File: src/rtl/hec_pkg.sv
package hec_pkg;
    typedef enum logic [2:0] {
        ST_IDLE, ST_ABSORB, ST_TRIM, ST_FINALIZE, ST_COMPARE, ST_DONE
    } hec_state_e;

    // digest length in bytes for each algorithm code
    function automatic logic [5:0] dig_bytes(input logic [1:0] alg);
        case (alg)
            2'b00:   return 6'd20;
            2'b01:   return 6'd32;
            2'b10:   return 6'd16;
            default: return 6'd28;
        endcase
    endfunction
endpackage

File: src/rtl/hec_mode_dec.sv
module hec_mode_dec (
    input  logic [63:0] word,
    output logic [1:0]  alg,
    output logic        cont,
    output logic        cicv,
    output logic        tls,
    output logic        ok
);
    // big-endian numbering: mode bit n sits at vector index 63-n
    localparam int IX_TLS  = 63 - 53;
    localparam int IX_NEW  = 63 - 54;
    localparam int IX_RSV  = 63 - 55;
    localparam int IX_CONT = 63 - 56;
    localparam int IX_CICV = 63 - 57;
    localparam int IX_INV  = 63 - 61;

    always_comb begin
        alg  = word[1:0];
        cont = word[IX_CONT];
        cicv = word[IX_CICV];
        tls  = word[IX_TLS];
        ok   = word[IX_NEW] && !word[IX_RSV] && (word[IX_INV] != word[IX_CONT]);
    end
endmodule

File: src/rtl/hec_byte_pick.sv
module hec_byte_pick #(
    parameter int DIG_W = 256,
    localparam int NBYTES = DIG_W / 8,
    localparam int IX_W = $clog2(NBYTES)
) (
    input  logic [DIG_W-1:0] digest,
    input  logic [IX_W-1:0]  idx,
    output logic [7:0]       byte_o
);
    logic [7:0] bytes [NBYTES];
    for (genvar g = 0; g < NBYTES; g++) begin : g_split
        assign bytes[g] = digest[DIG_W-1-8*g -: 8];
    end
    assign byte_o = bytes[idx];
endmodule

File: src/rtl/hash_eom_ctrl.sv
module hash_eom_ctrl
    import hec_pkg::*;
#(
    parameter int CNT_W = 16,
    parameter int DIG_W = 256,
    localparam int IX_W = $clog2(DIG_W / 8)
) (
    input  logic             clk,
    input  logic             rst_n,
    input  logic             cfg_we,
    input  logic             cfg_sel,
    input  logic [63:0]      cfg_wdata,
    input  logic             job_start,
    input  logic             fifo_valid,
    input  logic [7:0]       fifo_data,
    input  logic             fifo_last,
    output logic             fifo_rd,
    output logic             core_byte_valid,
    output logic [7:0]       core_byte,
    output logic [1:0]       core_alg,
    output logic             core_cmd_valid,
    output logic             core_cmd_pad,
    output logic             core_cmd_final,
    output logic [CNT_W-1:0] core_len,
    input  logic             core_ready,
    input  logic             core_done,
    input  logic [DIG_W-1:0] core_digest,
    output logic             done,
    output logic             err,
    output logic [2:0]       err_cause
);
    typedef struct packed {
        hec_state_e       st;
        logic [63:0]      mode;
        logic [5:0]       icv_sz;
        logic [CNT_W-1:0] cnt;
        logic [7:0]       last_b;
        logic [CNT_W-1:0] len;
        logic             sent;
        logic [IX_W-1:0]  idx;
        logic             miss;
        logic [DIG_W-1:0] dig;
        logic             err;
        logic [2:0]       cause;
    } regs_t;

    regs_t r_q, r_d;

    logic [1:0] alg_q, alg_w;
    logic       cont_q, cicv_q, tls_q, ok_q, cont_w, cicv_w, tls_w, ok_w;
    logic [7:0] exp_byte;

    hec_mode_dec u_dec_q (.word(r_q.mode), .alg(alg_q), .cont(cont_q), .cicv(cicv_q), .tls(tls_q), .ok(ok_q));
    hec_mode_dec u_dec_w (.word(cfg_wdata), .alg(alg_w), .cont(cont_w), .cicv(cicv_w), .tls(tls_w), .ok(ok_w));
    hec_byte_pick #(.DIG_W(DIG_W)) u_pick (.digest(r_q.dig), .idx(r_q.idx), .byte_o(exp_byte));

    logic       cmp_on;
    logic [5:0] dlen;
    logic [CNT_W:0] need;
    assign cmp_on = cicv_q && !cont_q;
    assign dlen   = dig_bytes(alg_q);
    assign need   = {{(CNT_W-7){1'b0}}, r_q.last_b} + 1'b1;

    always_comb begin
        r_d             = r_q;
        done            = 1'b0;
        fifo_rd         = 1'b0;
        core_cmd_valid  = 1'b0;
        case (r_q.st)
            ST_IDLE: begin
                if (cfg_we) begin
                    if (cfg_sel) begin
                        r_d.icv_sz = cfg_wdata[5:0];
                        r_d.err    = 1'b0;
                        r_d.cause  = 3'b000;
                    end else if (ok_w) begin
                        r_d.mode  = cfg_wdata;
                        r_d.err   = 1'b0;
                        r_d.cause = 3'b000;
                    end else begin
                        r_d.err   = 1'b1;
                        r_d.cause = 3'b100;
                    end
                end else if (job_start && !r_q.err) begin
                    r_d.cnt  = '0;
                    r_d.sent = 1'b0;
                    r_d.miss = 1'b0;
                    r_d.idx  = '0;
                    if (cmp_on && (r_q.icv_sz == 6'd0 || r_q.icv_sz > dlen)) begin
                        r_d.err   = 1'b1;
                        r_d.cause = 3'b100;
                        r_d.st    = ST_DONE;
                    end else begin
                        r_d.st = ST_ABSORB;
                    end
                end
            end
            ST_ABSORB: begin
                fifo_rd = 1'b1;
                if (fifo_valid) begin
                    r_d.cnt    = r_q.cnt + 1'b1;
                    r_d.last_b = fifo_data;
                    if (fifo_last) begin
                        r_d.len = r_q.cnt + 1'b1;
                        r_d.st  = tls_q ? ST_TRIM : ST_FINALIZE;
                    end
                end
            end
            ST_TRIM: begin
                if (need > {1'b0, r_q.cnt}) begin
                    r_d.err   = 1'b1;
                    r_d.cause = r_q.cause | 3'b010;
                    r_d.st    = ST_DONE;
                end else begin
                    r_d.len = r_q.cnt - need[CNT_W-1:0];
                    r_d.st  = ST_FINALIZE;
                end
            end
            ST_FINALIZE: begin
                core_cmd_valid = !r_q.sent;
                if (core_cmd_valid && core_ready) r_d.sent = 1'b1;
                if (r_q.sent && core_done) begin
                    r_d.dig = core_digest;
                    r_d.st  = cmp_on ? ST_COMPARE : ST_DONE;
                end
            end
            ST_COMPARE: begin
                fifo_rd = 1'b1;
                if (fifo_valid) begin
                    r_d.miss = r_q.miss | (fifo_data != exp_byte);
                    r_d.idx  = r_q.idx + 1'b1;
                    if ({{(6-IX_W){1'b0}}, r_q.idx} == r_q.icv_sz - 6'd1) begin
                        r_d.st = ST_DONE;
                        if (r_d.miss) begin
                            r_d.err   = 1'b1;
                            r_d.cause = r_q.cause | 3'b001;
                        end
                    end
                end
            end
            ST_DONE: begin
                done   = 1'b1;
                r_d.st = ST_IDLE;
            end
            default: r_d.st = ST_IDLE;
        endcase
    end

    always_ff @(posedge clk or negedge rst_n) begin
        if (!rst_n) begin
            r_q      <= '0;
            r_q.st   <= ST_IDLE;
            r_q.mode <= 64'h0000_0000_0000_0204; // new layout, continue clear, inverse bit set
        end else begin
            r_q <= r_d;
        end
    end

    assign core_byte_valid = (r_q.st == ST_ABSORB) && fifo_valid;
    assign core_byte       = fifo_data;
    assign core_alg        = alg_q;
    assign core_cmd_pad    = !cont_q;
    assign core_cmd_final  = !cont_q;
    assign core_len        = r_q.len;
    assign err             = r_q.err;
    assign err_cause       = r_q.cause;

    // done lasts one cycle
    p_done_one_cycle_r9: assert property (@(posedge clk) disable iff (!rst_n) done |=> !done);
    // error holds without a write
    p_err_sticky_r10: assert property (@(posedge clk) disable iff (!rst_n) (err && !cfg_we) |=> err);
    // command fields hold while waiting for the core
    p_cmd_hold_r2: assert property (@(posedge clk) disable iff (!rst_n)
        (core_cmd_valid && !core_ready) |=> (core_cmd_valid && $stable(core_len) && $stable(core_cmd_pad)));
    // no FIFO pop while a command is outstanding
    p_no_pop_in_cmd_r7: assert property (@(posedge clk) disable iff (!rst_n) core_cmd_valid |-> !fifo_rd);
    // size error never followed by a command in the same job
    p_len_err_no_cmd_r6: assert property (@(posedge clk) disable iff (!rst_n) $rose(err_cause[1]) |-> !core_cmd_valid);
    // mode seen by the core is stable while busy
    p_alg_stable_busy_r11: assert property (@(posedge clk) disable iff (!rst_n)
        (r_q.st != ST_IDLE) |=> $stable(core_alg));
endmodule

File: config.mk
export PLATFORM = sky130hd
export DESIGN_NAME = hash_eom_ctrl
export DESIGN_NICKNAME = d
export VERILOG_FILES = /design/src/rtl/hec_pkg.sv /design/src/rtl/hec_mode_dec.sv /design/src/rtl/hec_byte_pick.sv /design/src/rtl/hash_eom_ctrl.sv
export SDC_FILE = /design/constraint.sdc
export NUM_CORES = 1
export LEC_CHECK = 0
export ABC_CLOCK_PERIOD_IN_PS = 3300
export BUFFER_PORTS_ARGS = -buffer_cell sky130_fd_sc_hd__buf_4
export CAP_MARGIN = 30
export CORE_UTILIZATION = 42
export CTS_CLUSTER_DIAMETER = 50
export DETAILED_ROUTE_END_ITERATION = 7
export PLACE_DENSITY = 0.72
export SLEW_MARGIN = 10
export SYNTH_ARGS = -nofsm -noshare
export SYNTH_HDL_FRONTEND = slang
export SYNTH_SLANG_ARGS = --single-unit
File: constraint.sdc
create_clock -name clk -period 3.3 [get_ports clk]
set_input_delay 0.165 -clock clk [delete_from_list [all_inputs] [get_ports clk]]
set_output_delay 0.165 -clock clk [all_outputs]
set_load 0.02 [all_outputs]
==> flow_summary.yaml, run 1 <==
grt:
  grt_pass1_wl_um: 78600
  grtUsageTotal_pct: 26.5
  grt_max_degree: 108
  grt_pass1_vias: 13900
  antenna_found_initial: 12
  gr-total-overflow: 0
floorplan:
  die_x_um: 197
  coreArea_um2: 37600
  row_count: 71
  ios: 373
  initial_core_util_pct: 42.6
  die-area_um2: 38900
  die_y_um: 197
sta:
  drv_slew: 0
  fin_tns_setup_ps: 0
  finalCriticalPeriod_ps: 3180
  fin_skew_ps: 33.2
  setup_violations: 0
  rsz0062_at_grt: "false"
  tightest_slew_ps: 877
  timing.final.crit_share_pct: 96.3
  finalHoldViolations: 0
  slew_headroom_pct: 41.6
  fmax_ghz: 0.315
final_layout:
  syn_to_final_growth_pct: 45.3
  stdcell_count: 2375
  fin_area_um2: 23300
  drive_gt1_share_pct: 41.3
  regArea_um2: 8040
  num-fill-cells: 2745
  fin_nets: 2179
  post-route-util_pct: 61.9
  multi_input_area_um2: 7360
worst_setup_path:
  worstSetupEndpointType: "flop"
  critPathSlowestCell: "mux4_2"
  cpPeakStageDelay_ps: 550
  crit_fanout: 17
  path_cells: "buf_16 -> mux4_2 -> mux2i_2 -> xnor2_1 -> nor3_1 -> a31oi_1 -> nor4b_1 -> o21ai_1 -> o311a_1"
  reg2regPathDepth: 9
  crit_required_ps: 3730
  critPathKind: "reg2reg"
  arrival_ps: 3610
  cp-start-kind: "flop"
clock_tree:
  cts_sinks: 321
  clk_pin_slew_ps: 60
  htreeDepth: 2
  tritoncts: "yes"
  cts_setup_buffers: 0
  cts_made_buffers: 43
  cts_root_buf: "clkbuf_16"
  clk_latency_ps: 580
  clk_path_buf_depth: 3
routing:
  dr.pass1.iters: 5
  drc: 0
  via_count: 12800
  ant_nets: 0
  vias_per_cell: 5.39
  routed_wl_um: 50800
  drtIter0Drc: 820
  detail_route.wl_per_cell_um: 21.4
yosys:
  synth.area.top_cells: "dfrtp_1 (50%), mux2_2 (19%), mux4_2 (7.2%), nand2_1 (1.9%), mux2i_1 (1.8%)"
  synth_xor_area_share_pct: 2.46
  async_flop_share_pct: 100
  synth_edf_count: 0
  postSynthCellCount: 1247
  synth_mux_area_share_pct: 29.2
  ys_warn_count: 0
  synth_seq_cells: 321
  yosys.area_share.adder_pct: 1.69
  synth_compound_area_share_pct: 5.96
  syn_area_um2: 16000
  yosysTopAreaCellShare_pct: 50.2
  synth_ff_type: "dfrtp_1"
  synth_top_area_cell: "dfrtp_1"
  synth_nets: 1605
  seq_area_frac_synth_pct: 50.2
  syn_area_per_cell_um2: 12.8
  synth-simple-area-share_pct: 6.47
  synth_top_family_by_area: "multiplexers"
  yosysUniqueCellTypes: 66
hold_path:
  min_path_type: "in2reg"
  worstHoldPathCells: 3
run_status:
  outcome: "complete, no violations"
placed_design:
  dpl-instance-area_um2: 18900
  routabilityCongestion: 0.853
  io_buffers: 319
  dp.cells: 2007
  post-dp-hpwl_um: 31500
pwr:
  power_leakage_nw: 10.3
  power.density_nw_per_um2: 838
  ir_drop_mv: 0.660
run:
  drv_cap: 0
==> flip-flops by register name, summed over array words and instances (netlist names) <==
name       cells
err            1
r_q          301
err_cause      3
core_len      16
==> area by class of cell <==
type | count | area share [%]
sequential | 321 | 34.6
clock buffer | 55 | 5.08
inverter | 26 | 0.420
clock inverter | 21 | 1.31
timing repair buffer | 634 | 24.1
multi-input combinational | 795 | 31.6
tap | 511 | 2.75
antenna | 12 | 0.129
==> layout by cell type, fill, tap and decap left out, types with 5 or more instances in the layout <==
master,synthesis,final
a21oi_1,26,26
a31oi_1,14,14
and3_1,7,7
buf_12,0,8
buf_4,32,344
bufinv_16,0,5
clkbuf_1,60,6
clkbuf_16,0,44
clkbuf_8,0,6
dfrtp_1,321,319
diode_2,0,12
dlygate4sd3_1,0,279
ha_1,20,20
inv_1,26,26
inv_6,0,6
mux2_2,276,276
mux2i_1,28,26
mux4_1,5,5
mux4_2,51,51
nand2_1,79,79
nand3_1,24,24
nand4_1,13,13
nor2_1,54,53
nor2b_1,7,7
nor3_1,11,10
o21a_1,5,5
o21ai_0,40,40
o221ai_1,6,6
o22ai_1,11,10
o31ai_1,5,5
xnor2_1,32,32
xor2_1,13,13
==> final timing paths <==
path	from	endpoint	slack [ps]
min in group asynchronous	rst_n	r_q[198]$_DFFE_PN0P_	250
worst max register to register	r_q[261]$_DFFE_PN0P_	err$_DFFE_PN0P_	120
worst min-delay path	cfg_sel	r_q[320]$_DFFE_PN0P_	40
worst min register to register	core_len[4]$_DFFE_PN0P_	core_len[4]$_DFFE_PN0P_	470
worst max-delay path	r_q[261]$_DFFE_PN0P_	err$_DFFE_PN0P_	120
max in group asynchronous	rst_n	r_q[155]$_DFFE_PN0P_	2120
==> what timing repair did <==
| action | CTS | global route |
|---|---|---|
| setup endpoints to repair | 0 | 4 |
| resized for setup | 0 | 5 |
| hold buffers | 279 | 0 |
| endpoints found under the hold margin | 387 | 0 |
==> power by group <==
part	internal (mW)	switching [mW]	total, mW
clock network	2.96	1.88	4.84
logic	4.24	3.49	7.74
registers	5.67	1.22	6.90
total	12.9	6.60	19.5
==> cells by family after synthesis <==
logic type      count (synthesis)
xor+xnor                       45
compound gates                147
mux                           360
buf+inv                       131
simple gates                  222
flops                         321
fa+ha+maj                      21
==> metrics by stage <==
stage	total power [mW]	setup WS [ps]	hold WS [ps]
2_1_floorplan	11.9	534	-131
3_3_place_gp	13.8	90.3	285
3_5_place_dp	14.0	71.6	292
4_1_cts	19.2	32.7	10.1
5_1_grt	20.5	34.4	97.1
6_report	19.5	121	37.2
==> Yosys cell counts, drive strengths merged (3+ instances only) <==
library cell	instances
dfrtp	321
mux2	276
nand2	79
clkbuf	60
mux4	56
nor2	54
buf	45
o21ai	42
xnor2	32
mux2i	28
a21oi	26
inv	26
nand3	24
ha	20
a31oi	14
nand4	13
xor2	13
nor3	12
o22ai	11
and3	7
nor2b	7
o221ai	7
nor4	5
o21a	5
o31ai	5
a22oi	4
and2	4
nand2b	4
o211ai	3
or3	3
==> critical path: cells and delay by family (launching register included) <==
family / cells / cell delay [ps]
xor+xnor: 1 / 130
buf+inv: 1 / 220
mux: 2 / 820
compound gates: 3 / 640
simple gates: 2 / 690
flops: 1 / 530
==> per-layer routing <==
layer	track usage [%]	up-vias	part of all wire [%]
met5	0	-	0.022
met4	13.5	2	4.2
met3	5.81	143	6.0
met2	45.8	524	51
met1	31.0	6444	39
li1	-	5687	-
No activity file was read; power rests on OpenSTA's default activity.
==> run 2, diff against run 1 <==
--- a/config.mk
+++ b/config.mk
@@ -8,10 +8,10 @@
 export ABC_CLOCK_PERIOD_IN_PS = 3300
 export BUFFER_PORTS_ARGS = -buffer_cell sky130_fd_sc_hd__buf_4
 export CAP_MARGIN = 30
-export CORE_UTILIZATION = 42
+export CORE_UTILIZATION = 55
 export CTS_CLUSTER_DIAMETER = 50
 export DETAILED_ROUTE_END_ITERATION = 7
-export PLACE_DENSITY = 0.72
+export PLACE_DENSITY = 0.88
 export SLEW_MARGIN = 10
 export SYNTH_ARGS = -nofsm -noshare
 export SYNTH_HDL_FRONTEND = slang
==> flow_summary.yaml, run 2 (synthesis results as in run 1) <==
routing:
  drtIter0Drc: 2345
  ant_nets: 0
  detail_route.wl_per_cell_um: 31.9
  vias_per_cell: 6.74
  via_count: 15100
  dr.pass1.iters: 8
  drc: 0
  routed_wl_um: 71500
final_layout:
  largest_register_ffs: 301
  fin_nets: 2167
  num-fill-cells: 1421
  syn_to_final_growth_pct: 42.8
  fin_area_um2: 22900
  post-route-util_pct: 79.6
  regArea_um2: 8040
  final_common_cell: "buf_4"
  layout_common_cells: "buf_4 (339), dfrtp_1 (319), mux2_2 (276)"
  largest-register: "r_q"
  drive_gt1_share_pct: 41.1
  multi_input_area_um2: 7350
pwr:
  pwr-share-comb_pct: 42.2
  power_leakage_nw: 10.2
  switching_share_pct: 40.3
  power_frac_clock_pct: 21.9
  seq_power_share_pct: 36.0
  intPower_mw: 12.5
  power.density_nw_per_um2: 916
  ir_drop_mv: 0.646
  p_sw_mw: 8.43
clock_tree:
  clk_pin_slew_ps: 70
  tritoncts: "yes"
  cts_made_buffers: 39
  clk_latency_ps: 550
  cts_sinks: 321
  cts_root_buf: "clkbuf_16"
  htreeDepth: 2
  cts_setup_buffers: 0
  clk_path_buf_depth: 3
floorplan:
  die-area_um2: 29800
  die_x_um: 173
  coreArea_um2: 28700
  row_count: 62
  ios: 373
  initial_core_util_pct: 55.8
  die_y_um: 173
grt:
  grt_pass1_wl_um: 92100
  grt_pass1_vias: 15100
  gr-total-overflow: 0
  grt_max_degree: 84
  grtUsageTotal_pct: 41.0
  antenna_found_initial: 15
sta:
  tightest_slew_ps: 913
  fin_tns_setup_ps: -382
  finalCriticalPeriod_ps: 3480
  layout_setup_ws_ps: -182
  slew_headroom_pct: 37.4
  timing.final.crit_share_pct: 106
  fmax_ghz: 0.287
  setup_violations: 3
  finalHoldViolations: 0
  drv_slew: 0
  fin_skew_ps: 40.2
  hold_ws_ps: 16.1
run_status:
  outcome: "finished, violations left"
  violations: "setup timing"
placed_design:
  dpl-instance-area_um2: 18800
  dp_slack_ps: 192
  io_buffers: 319
  post-dp-hpwl_um: 31500
  routabilityCongestion: 0.888
run:
  drv_cap: 0
hold_path:
  min_path_type: "in2reg"
worst_setup_path:
  r2r_slack_ps: -180
  critPathKind: "reg2reg"
  crit_required_ps: 3700
  arrival_ps: 3880
  crit_fanout: 20
  worstSetupEndpointType: "flop"
  cp-start-kind: "flop"
run 2: cell count changes in the layout (fill, tap and decap cells not counted), sizes merged:
cell,delta
clkinv,+3
bufinv,-3
clkinvlp,+1
inv,-5
buf,-2
dlygate4sd3,-5
diode,+6
clkbuf,-1
run 2: final cells by class:
cell class              count  share of cell area (%)
flip-flops and latches    321                    35.2
repair buffers            626                    24.2
clock buffers              55                    4.98
well taps                 384                    2.10
clock inverters            17                   0.733
multi-input cells         795                    32.2
diodes                     18                   0.197
inverters                  26                   0.427
run 2: routing by layer:
layer	vias up	wire, um	global-route usage, %
met3	660	9070	10.4
met4	8	8670	29.3
met1	7152	22100	46.0
li1	5677	-	-
met5	-	53	0
met2	1618	31600	68.4
run 2: final timing paths:
kind,startpoint,to,cells after the start
max,r_q[261]$_DFFE_PN0P_,err$_DFFE_PN0P_,10
min,core_done,r_q[378]$_DFFE_PN0P_,4
max reg2reg,r_q[261]$_DFFE_PN0P_,err$_DFFE_PN0P_,10
min reg2reg,core_len[4]$_DFFE_PN0P_,core_len[4]$_DFFE_PN0P_,2
max in group asynchronous,rst_n,r_q[127]$_DFFE_PN0P_,3
min in group asynchronous,rst_n,r_q[37]$_DFFE_PN0P_,2
run 2: worst max-delay path, cell delays in order, from the launching register on:
cell	delay [ps]
dfrtp_4	480
buf_12	230
buf_12	230
mux4_2	520
nor2_1	180
o21ai_0	240
nand3_1	140
nand4b_1	110
nor4_1	540
o21ai_1	290
o311a_1	350
run 2: power by group through the flow:
stage	clock network, mW	logic [mW]	registers, mW
after floorplan	0	5.56	6.35
after global placement	0	6.96	6.69
after detailed placement	0	7.23	6.86
after CTS	4.31	7.58	6.84
after global routing	4.68	9.13	7.49
final	4.58	8.83	7.53
run 2: timing repair:
item | CTS | global route
resized for setup | 0 | 3
endpoints found under the setup margin | 0 | 3
hold buffers | 274 | 0
endpoints found under the hold margin | 354 | 0
run 2: per-stage QoR:
stage / power (mW) / std cells
after floorplan: 11.9 / 1247
after global placement: 13.7 / 1878
after detailed placement: 14.1 / 1878
after CTS: 18.7 / 2224
after global routing: 21.3 / 2238
final: 20.9 / 2242
